<file path="src/rtl/flash_cmd_pkg.sv">
package flash_cmd_pkg;

  localparam logic [7:0] CMD_ARRAY   = 8'hFF;
  localparam logic [7:0] CMD_IDENT   = 8'h90;
  localparam logic [7:0] CMD_QUERY   = 8'h98;
  localparam logic [7:0] CMD_STATUS  = 8'h70;
  localparam logic [7:0] CMD_CLEAR   = 8'h50;
  localparam logic [7:0] CMD_PROGRAM = 8'h40;
  localparam logic [7:0] CMD_ERASE   = 8'h20;
  localparam logic [7:0] CMD_CONFIRM = 8'hD0;
  localparam logic [7:0] CMD_SUSPEND = 8'hB0;
  localparam logic [7:0] CMD_CFGSET  = 8'h60;
  localparam logic [7:0] CMD_CFGCONF = 8'h03;

  typedef enum logic [1:0] {
    SRC_ARRAY  = 2'd0,
    SRC_IDENT  = 2'd1,
    SRC_QUERY  = 2'd2,
    SRC_STATUS = 2'd3
  } rdSrc_t;

  typedef enum logic [1:0] {
    PEND_NONE,
    PEND_PROG,
    PEND_ERASE,
    PEND_CFG
  } pend_t;

  typedef enum logic [1:0] {
    ENG_IDLE,
    ENG_RUN,
    ENG_HALT,
    ENG_PAUSE
  } engState_t;

  typedef struct packed {
    logic start;
    logic erase;
    logic suspend;
    logic resume;
    logic clrErr;
    logic setProgErr;
    logic setEraseErr;
    logic setProtErr;
    logic loadCfg;
  } ctlStrobe_t;

endpackage

</file>
<file path="src/rtl/flash_cmd_decode.sv">
module flash_cmd_decode
  import flash_cmd_pkg::*;
#(
  parameter int ADDR_W = 19,
  parameter int BLK_W  = 5,
  localparam int NUM_BLK = 2 ** BLK_W
) (
  input  logic               clk,
  input  logic               rstN,
  input  logic               wrEn,
  input  logic [ADDR_W-1:0]  wrAddr,
  input  logic [7:0]         wrData,
  input  logic [NUM_BLK-1:0] protBlk,
  input  logic               engRunning,
  input  logic               engHalting,
  input  logic               engPaused,
  output rdSrc_t             rdSrc,
  output ctlStrobe_t         strb
);

  pend_t  pend, pendNext;
  rdSrc_t srcNext;
  logic   blkLocked;
  logic   engBusy;

  assign blkLocked = protBlk[wrAddr[ADDR_W-1 -: BLK_W]];
  assign engBusy   = engRunning | engHalting;

  always_comb begin
    strb     = '0;
    srcNext  = rdSrc;
    pendNext = pend;
    if (wrEn) begin
      pendNext = PEND_NONE;
      if (engBusy) begin
        if (wrData == CMD_STATUS) srcNext = SRC_STATUS;
        if (wrData == CMD_SUSPEND && engRunning) strb.suspend = 1'b1;
      end else begin
        unique case (pend)
          PEND_PROG: begin
            srcNext = SRC_STATUS;
            if (blkLocked) begin
              strb.setProtErr = 1'b1;
              strb.setProgErr = 1'b1;
            end else begin
              strb.start = 1'b1;
            end
          end
          PEND_ERASE: begin
            srcNext = SRC_STATUS;
            if (wrData != CMD_CONFIRM) begin
              strb.setEraseErr = 1'b1;
              strb.setProgErr  = 1'b1;
            end else if (blkLocked) begin
              strb.setProtErr  = 1'b1;
              strb.setEraseErr = 1'b1;
            end else begin
              strb.start = 1'b1;
              strb.erase = 1'b1;
            end
          end
          PEND_CFG: begin
            srcNext = SRC_ARRAY;
            if (wrData == CMD_CFGCONF) strb.loadCfg = 1'b1;
          end
          default: begin
            unique case (wrData)
              CMD_ARRAY:   srcNext = SRC_ARRAY;
              CMD_IDENT:   srcNext = SRC_IDENT;
              CMD_QUERY:   srcNext = SRC_QUERY;
              CMD_STATUS:  srcNext = SRC_STATUS;
              CMD_CLEAR:   strb.clrErr = 1'b1;
              CMD_PROGRAM: if (!engPaused) pendNext = PEND_PROG;
              CMD_ERASE:   if (!engPaused) pendNext = PEND_ERASE;
              CMD_CFGSET:  if (!engPaused) pendNext = PEND_CFG;
              CMD_CONFIRM: if (engPaused) begin
                strb.resume = 1'b1;
                srcNext     = SRC_STATUS;
              end
              default: ;
            endcase
          end
        endcase
      end
    end
  end

  always_ff @(posedge clk) begin
    if (!rstN) begin
      rdSrc <= SRC_ARRAY;
      pend  <= PEND_NONE;
    end else begin
      rdSrc <= srcNext;
      pend  <= pendNext;
    end
  end

endmodule

</file>
<file path="src/rtl/flash_cmd_datapath.sv">
module flash_cmd_datapath
  import flash_cmd_pkg::*;
#(
  parameter int ADDR_W       = 19,
  parameter int CFG_W        = 16,
  parameter int PROG_CYCLES  = 8,
  parameter int ERASE_CYCLES = 20,
  parameter int SUSP_CYCLES  = 3,
  parameter bit TOP_BOOT     = 1'b1,
  localparam int MAX_CYC  = (PROG_CYCLES > ERASE_CYCLES) ? PROG_CYCLES : ERASE_CYCLES,
  localparam int CNT_W    = $clog2(MAX_CYC + 1),
  localparam int SCNT_W   = $clog2(SUSP_CYCLES + 1)
) (
  input  logic              clk,
  input  logic              rstN,
  input  ctlStrobe_t        strb,
  input  logic [ADDR_W-1:0] wrAddr,
  input  logic              idSel,
  output logic              engRunning,
  output logic              engHalting,
  output logic              engPaused,
  output logic [7:0]        statusByte,
  output logic [15:0]       idWord,
  output logic [CFG_W-1:0]  cfgOut
);

  localparam logic [15:0] MFR_CODE = 16'h0020;
  localparam logic [15:0] DEV_CODE = TOP_BOOT ? 16'h8836 : 16'h8835;

  engState_t         engSt;
  logic [CNT_W-1:0]  remain;
  logic [SCNT_W-1:0] haltCnt;
  logic              kindErase;
  logic              progErr, eraseErr, protErr;
  logic              engReady;

  always_ff @(posedge clk) begin
    if (!rstN) begin
      engSt     <= ENG_IDLE;
      remain    <= '0;
      haltCnt   <= '0;
      kindErase <= 1'b0;
    end else begin
      unique case (engSt)
        ENG_IDLE: if (strb.start) begin
          engSt     <= ENG_RUN;
          kindErase <= strb.erase;
          remain    <= strb.erase ? CNT_W'(ERASE_CYCLES) : CNT_W'(PROG_CYCLES);
        end
        ENG_RUN: begin
          if (strb.suspend) begin
            engSt   <= ENG_HALT;
            haltCnt <= SCNT_W'(SUSP_CYCLES);
          end else if (remain == CNT_W'(1)) begin
            engSt  <= ENG_IDLE;
            remain <= '0;
          end else begin
            remain <= remain - CNT_W'(1);
          end
        end
        ENG_HALT: begin
          if (haltCnt == SCNT_W'(1)) engSt <= ENG_PAUSE;
          else haltCnt <= haltCnt - SCNT_W'(1);
        end
        default: if (strb.resume) engSt <= ENG_RUN;
      endcase
    end
  end

  always_ff @(posedge clk) begin
    if (!rstN) begin
      progErr  <= 1'b0;
      eraseErr <= 1'b0;
      protErr  <= 1'b0;
      cfgOut   <= '0;
    end else begin
      if (strb.clrErr) begin
        progErr  <= 1'b0;
        eraseErr <= 1'b0;
        protErr  <= 1'b0;
      end else begin
        if (strb.setProgErr)  progErr  <= 1'b1;
        if (strb.setEraseErr) eraseErr <= 1'b1;
        if (strb.setProtErr)  protErr  <= 1'b1;
      end
      if (strb.loadCfg) cfgOut <= wrAddr[CFG_W-1:0];
    end
  end

  assign engRunning = (engSt == ENG_RUN);
  assign engHalting = (engSt == ENG_HALT);
  assign engPaused  = (engSt == ENG_PAUSE);
  assign engReady   = (engSt == ENG_IDLE) || engPaused;

  assign statusByte = {engReady, engPaused & kindErase, eraseErr, progErr,
                       1'b0, engPaused & ~kindErase, protErr, 1'b0};
  assign idWord     = idSel ? DEV_CODE : MFR_CODE;

endmodule

</file>
<file path="src/rtl/flash_cmd_ctrl.sv">
module flash_cmd_ctrl
  import flash_cmd_pkg::*;
#(
  parameter int ADDR_W       = 19,
  parameter int BLK_W        = 5,
  parameter int PROG_CYCLES  = 8,
  parameter int ERASE_CYCLES = 20,
  parameter int SUSP_CYCLES  = 3,
  parameter bit TOP_BOOT     = 1'b1,
  localparam int NUM_BLK = 2 ** BLK_W,
  localparam int CFG_W   = 16
) (
  input  logic               clk,
  input  logic               rstN,
  input  logic               wrEn,
  input  logic [ADDR_W-1:0]  wrAddr,
  input  logic [7:0]         wrData,
  input  logic [NUM_BLK-1:0] protBlk,
  input  logic               idSel,
  output logic [1:0]         rdSel,
  output logic [7:0]         statusByte,
  output logic [15:0]        idWord,
  output logic [CFG_W-1:0]   cfgOut,
  output logic               opStart,
  output logic               opErase,
  output logic               opSuspend
);

  ctlStrobe_t strb;
  rdSrc_t     rdSrc;
  logic       engRunning, engHalting, engPaused;

  flash_cmd_decode #(.ADDR_W(ADDR_W), .BLK_W(BLK_W)) u_decode (
    .clk, .rstN, .wrEn, .wrAddr, .wrData, .protBlk,
    .engRunning, .engHalting, .engPaused, .rdSrc, .strb
  );

  flash_cmd_datapath #(
    .ADDR_W(ADDR_W), .CFG_W(CFG_W), .PROG_CYCLES(PROG_CYCLES),
    .ERASE_CYCLES(ERASE_CYCLES), .SUSP_CYCLES(SUSP_CYCLES), .TOP_BOOT(TOP_BOOT)
  ) u_datapath (
    .clk, .rstN, .strb, .wrAddr, .idSel,
    .engRunning, .engHalting, .engPaused, .statusByte, .idWord, .cfgOut
  );

  assign rdSel     = rdSrc;
  assign opStart   = strb.start;
  assign opErase   = strb.erase;
  assign opSuspend = strb.suspend;

endmodule

</file>
<file path="config.mk">
export PLATFORM = sky130hd
export DESIGN_NAME = flash_cmd_ctrl
export DESIGN_NICKNAME = d
export VERILOG_FILES = /design/src/rtl/flash_cmd_pkg.sv /design/src/rtl/flash_cmd_decode.sv /design/src/rtl/flash_cmd_datapath.sv /design/src/rtl/flash_cmd_ctrl.sv
export SDC_FILE = /design/constraint.sdc
export NUM_CORES = 1
export LEC_CHECK = 0
export BUFFER_PORTS_ARGS = -buffer_cell sky130_fd_sc_hd__clkbuf_2
export CORE_MARGIN = 4
export CORE_UTILIZATION = 43
export CTS_CLUSTER_DIAMETER = 100
export DETAILED_ROUTE_END_ITERATION = 16
export MAX_ROUTING_LAYER = met4
export PLACE_DENSITY = 0.86
export SLEW_MARGIN = 25
export SYNTH_ARGS = -nofsm -noshare
export SYNTH_HDL_FRONTEND = slang
export SYNTH_HIERARCHICAL = 1
export SYNTH_SLANG_ARGS = --single-unit
export TNS_END_PERCENT = 50
</file>
<file path="constraint.sdc">
create_clock -name clk -period 2 [get_ports clk]
set_input_delay 0.2 -clock clk [delete_from_list [all_inputs] [get_ports clk]]
set_output_delay 0.2 -clock clk [all_outputs]
set_load 0.05 [all_outputs]
</file>
==> results by group, run 1 <==
Logic synthesis
  • Sequential share of the synthesized area: 27.1%
  • Syn Area/Cell: 8.35 um^2
  • Main synth FF type: dfxtp_1
  • Mapped Cells: 292
  • Mapped Area: 0.00244 mm^2
  • Netlist cell types: 56
  • Post-synth top area share: 27.1%
  • Yosys synthesis warning count: 6
  • #FFs+latches synth: 33
  • Synth async-reset ratio: 0%
  • Dominant cells by area after synthesis: dfxtp_1, mux2i_1, buf_4
  • Commonest cells post-synth: mux2i_1, dfxtp_1, nor2b_1
  • Number of synthesized flops with an enable pin: 0
  • Dominant cell type by area after synthesis: dfxtp_1
  • Dominant cell by count in the synthesized netlist: mux2i_1

Clock tree
  • CTS tree: done
  • CTS Buf Count: 5
  • Hold-fix buffers at CTS: 0
  • Worst-path clk slew: 0.08 ns
  • Clk root buf: clkbuf_8
  • Clock sink count: 33
  • Clk_lat worst skew: 0.29 ns
  • Clk buf depth: 2
  • H-tree levels: 2

Global route
  • First-pass GRT wire length: 11000 um
  • GRT Util Overall: 19.0%
  • Initial antenna violation count: 0
  • GRT overflow: 0
  • Largest net degree at the start of global routing: 37
  • Vias in the first global route: 2431

Worst setup path
  • Slowest stage delay, CP: 0.39 ns
  • Startpoint Class: register
  • Crit Path Max Fanout: 5
  • CP arrival: 2.16 ns
  • Worst Path Required: 2.19 ns
  • Kind of critical path: register to register
  • Slowest CP cell: dfxtp_4
  • Setup crit end kind: register
  • Cell breakdown of the critical path: inv_4, ha_4, nor2_4, nand3_4, nor3_4, nor2b_4, a221oi_2, nand2_2, a32o_2

STA
  • Setup TNS: 0 ns
  • Slew headroom: 58.9%
  • Final critical-path required period: 1.97 ns
  • Slew Viols, Final: 0
  • Final Worst Setup Slack: 0.0256 ns
  • Fmax: 506 MHz
  • Worst-margin pin slew: 0.617 ns
  • Layout Skew: 0.0112 ns
  • Endpoints failing setup: 0
  • Final-report hold violation count: 0
  • RSZ-0062 raised after global routing: true
  • Final Cycle Share: 98.7%

Cells and area
  • Layout cells sized above 1: 41.5%
  • ANT cells: 0
  • Final std cells w/o fill: 479
  • Final instance area: 0.00346 mm^2
  • Layout area overhead: 41.8%
  • Nets@finish: 481

Pwr
  • Max IR drop VDD: 0.309 mV
  • Static Leak: 1.56 nW
  • Overall power: 0.00193 W
  • Power Density: 557 mW/mm^2

Placement
  • DP HPWL: 5040 um
  • Area after DPL: 0.00314 mm^2
  • Routability cong.: 0.914
  • # port buffers: 88
  • Placed cells: 465
  • Pre-CTS WS: -0.160 ns

Detailed routing
  • WL/cell: 14.1 um
  • First-pass DRT Iterations: 4
  • Routed via count: 2463
  • Post-DRT Antenna Nets: 0
  • Drt first-iter violations: 185
  • Vias per cell: 5.14
  • Drt total wl: 6760 um
  • Remaining DRCs: 0

Floorplanning
  • Io pins: 108
  • Starting density of the core: 44.3%
  • Die height: 83.3 um
  • Row cnt: 27
  • Die Area: 0.00694 mm^2
  • Area of the core: 0.00551 mm^2
  • Die Span X: 83.3 um

Worst hold path
  • HP Class: input pin to register

Run status
  • Status: finished clean

Flow run
  • Max Cap Viol: 0
-- cell usage in the layout, fill, tap and decap left out, drive strengths merged, types with 6 or more instances in the layout --
cell	count
mux2i	35
nor2	18
o21ai	9
nor3	9
clkbuf	90
inv	14
nor2b	24
ha	12
dfxtp	33
buf	43
nand2	23
a21oi	10
nand2b	6
nand3	11
conb	13
-- logic make-up (layout without fill, tap and decap cells) --
family,Yosys count,count (layout),synth area share [%]
xor gates and xnor gates,2,2,0.718
other,2,13,0.308
muxes,36,36,14.8
and+or+nand+nor,118,118,27.4
AOI/OAI and AO/OA,43,43,12.0
buffers and inverters,46,150,11.5
DFF,33,33,27.1
adders and majority gates,12,12,6.16
-- layer usage --
metal  vias up  routed length [um]  global-route usage (%)
li1       1218                   -                       -
met4         0                  88                    4.31
met2       102                3430                    33.3
met3        12                 538                    5.36
met5         -                   0                       -
met1      1131                2700                    21.5
-- flip-flops by register name, summed over array words and instances, names as in the netlist --
signal and flops:
u_datapath/cfgOut 16, u_datapath/engSt 2, u_datapath/eraseErr 1, u_datapath/haltCnt 2, u_datapath/kindErase 1, u_datapath/progErr 1, u_datapath/protErr 1, u_datapath/remain 5
u_decode/pend 2, u_decode/rdSrc 2
-- worst paths after layout --
kind	cells past startpoint	to	startpoint	slack, ns
min reg2reg	2	u_decode/rdSrc[0]	u_decode/rdSrc[0]	0.46
min	3	u_datapath/cfgOut[10]	wrAddr[10]	0.17
max	9	u_datapath/engSt[0]	u_datapath/engSt[1]	0.03
max reg2reg	9	u_datapath/engSt[0]	u_datapath/engSt[1]	0.03
-- where the power goes --
| part | total (W) | leakage, nW | internal [W] | switching [W] |
|---|---|---|---|---|
| logic | 0.000479 | 1.23 | 0.000210 | 0.000269 |
| registers | 0.000690 | 0.268 | 0.000671 | 0.0000188 |
| clock network | 0.000757 | 0.0681 | 0.000495 | 0.000262 |
-- critical path: cells and delay by family, from the launching register on --
kind,cells,cell delay [ns]
buffers and inverters,1,0.05
adder cells (fa/ha/maj),1,0.17
AO/OA/AOI/OAI,2,0.48
AND/OR/NAND/NOR,5,0.77
flip-flops,1,0.39
-- repair_timing --
item                       in CTS  in global routing
setup buffers                   0                  6
hold endpoints to repair        0                  0
setup endpoints to repair      11                 29
pin swaps                       3                 11
resized for setup               4                 28
-- metrics by stage --
| step | util [%] | hold slack, ns |
|---|---|---|
| 2_1_floorplan | - | 0.328 |
| 3_3_place_gp | 57.1 | 0.401 |
| 3_5_place_dp | 57.1 | 0.401 |
| 4_1_cts | 59.8 | 0.169 |
| 5_1_grt | 62.8 | 0.177 |
| 6_report | 62.8 | 0.167 |
-- final cells by class --
| class | instances | area (um^2) |
|---|---|---|
| multi-input cells | 224 | 1690 |
| clock buffers | 5 | 68.8 |
| well taps | 72 | 90.1 |
| clock inverters | 3 | 65.1 |
| flip-flops and latches | 33 | 669 |
| repair buffers | 128 | 821 |
| fillers | 433 | 2050 |
| inverters | 14 | 55.1 |
Note: power is estimated with default switching activity, not from simulation.
==> run 2: changes to the inputs <==
Settings changed: SETUP_SLACK_MARGIN set to 0.2.
==> results by group, run 2 (same netlist as run 1, synthesis figures left out) <==
Run status
  • Status: complete, but fails checks
  • Failing checks: setup timing

Floorplanning
  • Io pins: 108
  • Row cnt: 27
  • Area of the core: 0.00551 mm^2
  • Die Area: 0.00694 mm^2
  • Starting density of the core: 44.3%
  • Die height: 83.3 um
  • Die Span X: 83.3 um

Cells and area
  • Largest registers: u_datapath/cfgOut (16), u_datapath/remain (5)
  • Final instance area: 0.00350 mm^2
  • Max reg flops: 16
  • ANT cells: 0
  • Nets@finish: 479
  • Largest Register: u_datapath/cfgOut
  • Finished Core Util: 63.6%
  • Layout area overhead: 43.6%
  • Most frequent cells in the layout: clkbuf_2, mux2i_1, buf_4, dfxtp_1, nor2b_1
  • Layout cells sized above 1: 42.2%
  • Most common cell after layout, fill and taps aside: clkbuf_2

Clock tree
  • Worst-path clk slew: 0.07 ns
  • CTS Buf Count: 5
  • Hold-fix buffers at CTS: 0
  • Clk_lat worst skew: 0.29 ns
  • Clk root buf: clkbuf_8
  • Clk buf depth: 2
  • CTS tree: done
  • Clock sink count: 33
  • H-tree levels: 2

Global route
  • Initial antenna violation count: 0
  • Vias in the first global route: 2563
  • Largest net degree at the start of global routing: 37
  • GRT Util Overall: 20.7%
  • GRT overflow: 0
  • First-pass GRT wire length: 11800 um

Detailed routing
  • Post-DRT Antenna Nets: 0
  • WL/cell: 16.1 um
  • First-pass DRT Iterations: 4
  • Routed via count: 2538
  • Drt first-iter violations: 300
  • Vias per cell: 5.32
  • Remaining DRCs: 0
  • Drt total wl: 7670 um

STA
  • Fmax: 490 MHz
  • Layout Skew: 0.00591 ns
  • RSZ-0062 raised after global routing: true
  • Slew headroom: 59.1%
  • Worst-margin pin slew: 0.613 ns
  • Final-report hold violation count: 0
  • Final Cycle Share: 102%
  • Slew Viols, Final: 0
  • Final critical-path required period: 2.04 ns
  • Endpoints failing setup: 1
  • Final Worst Setup Slack: -0.0422 ns

Pwr
  • Max IR drop VDD: 0.258 mV
  • Power Density: 535 mW/mm^2
  • Static Leak: 1.58 nW

Worst setup path
  • Worst Path Required: 2.18 ns
  • Slowest stage delay, CP: 0.39 ns
  • Crit Path Max Fanout: 5
  • Slowest CP cell: dfxtp_4
  • Setup crit end kind: register
  • Crit path max-delay family: simple AND/OR/NAND/NOR gates
  • Startpoint Class: register
  • Crit path buf inv count: 1
  • Kind of critical path: register to register
  • CP arrival: 2.23 ns
  • Cell breakdown of the critical path: inv_4, ha_4, nor2_4, nand3_2, nor3_4, nor2b_4, a221oi_2, nand2_2, a32o_2

Placement
  • # port buffers: 88
  • Pre-CTS WS: -0.207 ns
  • DP HPWL: 4960 um
  • Area after DPL: 0.00312 mm^2
  • Routability cong.: 0.890

Flow run
  • Max Cap Viol: 0

Worst hold path
  • HP Class: input pin to register
run 2: cell types whose count changed in the layout (fill, tap and decap cells not counted), sizes merged:
cell / previous run / this run
clkinv: 1 / 0
bufinv: 2 / 1
buf: 43 / 40
clkbuf: 90 / 93
run 2: final cells by class:
type / instances / area (um^2)
Inverter: 14 / 57.6
Fill cell: 416 / 2010
Tap cell: 72 / 90.1
Sequential cell: 33 / 669
Clock buffer: 7 / 86.3
Multi-Input combinational cell: 224 / 1700
Timing Repair Buffer: 126 / 872
Clock inverter: 1 / 30.0
run 2: path summary, 6_finish.rpt:
check                 startpoint                    end  slack [ns]  depth (start not counted)
max          u_datapath/engSt[1]    u_datapath/engSt[0]       -0.04                          9
min                   wrAddr[12]  u_datapath/cfgOut[12]        0.18                          3
max reg2reg  u_datapath/engSt[1]    u_datapath/engSt[0]       -0.04                          9
min reg2reg    u_decode/rdSrc[0]      u_decode/rdSrc[0]        0.46                          2
run 2: tightest hold or removal path, stage by stage:
cell,delay [ns]
clkbuf_2,0.08
mux2i_1,0.06
nor2b_1,0.10
run 2: per-stage QoR:
step	hold slack [ns]	total power [W]	TNS, ns	cells
global placement	0.401	0.00112	-0.325	458
global route	0.196	0.00194	-0.210	477
detailed placement	0.401	0.00114	-1.35	458
finish	0.179	0.00187	-0.0422	477
floorplan	0.328	0.00103	-2.14	303
CTS	0.173	0.00185	0	475
run 2: layer usage:
layer  global-route usage [%]  vias to the layer above  routed length [um]
met5                        -                        -                   0
met4                     6.84                        0                 158
met3                     5.85                       22                 637
met2                     36.9                      135                3880
met1                     22.1                     1170                2990
li1                         -                     1211                   -
run 2: what timing repair did:
action	4_1_cts	5_1_grt
gates resized for setup	23	8
setup endpoints to repair	29	31
pin swaps	16	14
cloned	2	1
setup buffers	7	1
run 2: power by group:
part	switching, W	leakage, nW	internal (W)
combinational	0.000288	1.25	0.000230
clock	0.000255	0.0585	0.000406
sequential	0.0000238	0.268	0.000671
==> run 3: changes to the inputs <==
==> constraint.sdc (replaced) <==
create_clock -name clk -period 2 [get_ports clk]
set_input_delay 0.2 -clock clk [delete_from_list [all_inputs] [get_ports clk]]
set_output_delay 0.2 -clock clk [all_outputs]
set_load 0.1 [all_outputs]
==> results by group, run 3 (same netlist as run 1, synthesis figures left out) <==
Run status
  • Status: complete, but fails checks
  • Failing checks: setup timing

Cells and area
  • Most common cell after layout, fill and taps aside: clkbuf_2
  • Storage element area: 667 um^2
  • Largest Register: u_datapath/cfgOut
  • Nets@finish: 484
  • ANT cells: 0
  • Largest registers: u_datapath/cfgOut (16), u_datapath/remain (5)
  • Most frequent cells in the layout: clkbuf_2, buf_4, mux2i_1, dfxtp_1, nor2b_1
  • Layout area overhead: 47.7%
  • Layout cells sized above 1: 44.9%
  • Area occupied by multi-input gates: 0.00173 mm^2
  • Final instance area: 0.00360 mm^2
  • Fillers: 387
  • Max reg flops: 16

Floorplanning
  • Row cnt: 27
  • Die Area: 0.00694 mm^2
  • Starting density of the core: 44.3%
  • Area of the core: 0.00551 mm^2
  • Die height: 83.3 um
  • Die Span X: 83.3 um
  • Io pins: 108

Placement
  • DP HPWL: 4940 um
  • # port buffers: 88
  • Routability cong.: 0.908
  • Area after DPL: 0.00313 mm^2

STA
  • Hold slack: 0.173 ns
  • Final critical-path required period: 2.15 ns
  • Final Cycle Share: 107%
  • Layout Skew: 0.00578 ns
  • RSZ-0062 raised after global routing: true
  • Final-report hold violation count: 0
  • Final Worst Setup Slack: -0.146 ns
  • Slew Viols, Final: 0
  • Setup TNS: -0.674 ns
  • Endpoints failing setup: 9
  • Worst-margin pin slew: 0.621 ns
  • Fmax: 466 MHz
  • Slew headroom: 58.6%

Clock tree
  • CTS Buf Count: 5
  • Clock sink count: 33
  • Hold-fix buffers at CTS: 0
  • CTS tree: done
  • H-tree levels: 2
  • Clk root buf: clkbuf_8
  • Clk_lat worst skew: 0.29 ns
  • Clk buf depth: 2
  • Worst-path clk slew: 0.07 ns

Pwr
  • Net Switching: 0.000633 W
  • Flop pwr share: 35.5%
  • Comb power frac: 30.3%
  • Static Leak: 1.61 nW
  • Clk pwr share: 34.2%
  • Internal: 0.00132 W
  • Max IR drop VDD: 0.338 mV
  • Power Density: 541 mW/mm^2
  • Switch share: 32.5%

Global route
  • Largest net degree at the start of global routing: 37
  • GRT overflow: 0
  • Initial antenna violation count: 0
  • Vias in the first global route: 2484
  • GRT Util Overall: 20.3%
  • First-pass GRT wire length: 11400 um

Worst setup path
  • CP arrival: 2.35 ns
  • Setup crit end kind: register
  • Kind of critical path: register to register
  • Worst Path Required: 2.20 ns
  • Startpoint Class: register
  • Reg2reg setup slack: -0.15 ns
  • Crit Path Max Fanout: 5

Detailed routing
  • WL/cell: 16.1 um
  • Remaining DRCs: 0
  • Vias per cell: 5.32
  • First-pass DRT Iterations: 4
  • Post-DRT Antenna Nets: 0
  • Drt first-iter violations: 287
  • Routed via count: 2564
  • Drt total wl: 7780 um

Flow run
  • Max Cap Viol: 0

Worst hold path
  • HP Class: input pin to register
run 3: per-layer routing:
layer	share of wire, %	vias to the layer above	global-route usage [%]	routed length [um]
li1	-	1224	-	-
met1	38	1185	22.3	2940
met2	52	130	34.8	4020
met3	7.3	25	5.56	569
met4	3.2	0	8.02	250
met5	0	-	-	0
run 3: final timing paths:
check | to | cells after the start | from
max | u_datapath/remain[2] | 11 | u_datapath/engSt[0]
max reg2reg | u_datapath/remain[2] | 11 | u_datapath/engSt[0]
min | u_datapath/cfgOut[12] | 3 | wrAddr[12]
min reg2reg | u_decode/rdSrc[1] | 2 | u_decode/rdSrc[1]
run 3: power by group through the flow:
| stage | logic, W | clock network [W] | registers [W] |
|---|---|---|---|
| finish | 0.000590 | 0.000668 | 0.000692 |
| global route | 0.000627 | 0.000710 | 0.000693 |
| CTS | 0.000522 | 0.000676 | 0.000689 |
| detailed placement | 0.000488 | 0 | 0.000702 |
| global placement | 0.000477 | 0 | 0.000701 |
| floorplan | 0.000416 | 0 | 0.000701 |
run 3: repair_timing:
| item | in CTS | in global routing |
|---|---|---|
| cloned | 1 | 2 |
| buffers inserted | 5 | 7 |
| setup endpoints to repair | 31 | 34 |
| resized for setup | 17 | 35 |
| pin swaps | 7 | 17 |
run 3: critical path, cell delays in order (launching register included):
cell,delay [ns]
dfxtp_4,0.36
buf_6,0.12
ha_4,0.16
nor2_4,0.12
buf_6,0.12
nand3_4,0.08
nor3_4,0.24
nor2b_4,0.10
buf_12,0.14
nor3_4,0.29
o21ai_2,0.11
a31oi_1,0.21
run 3: metrics by stage:
stage               util [%]  setup WS [ns]  power, W  std cells
floorplan                  -         -0.744   0.00112        303
global placement        56.9         -0.117   0.00118        459
detailed placement      56.9         -0.262   0.00119        459
CTS                     61.6         0.0384   0.00189        473
global route            65.4         -0.225   0.00203        482
finish                  65.4         -0.146   0.00195        482
run 3: layout make-up:
class	count	area share, %
Inverter	14	1.46
Timing Repair Buffer	131	26.1
Sequential cell	33	18.5
Clock buffer	7	2.40
Clock inverter	1	0.834
Multi-Input combinational cell	224	48.2
Tap cell	72	2.50
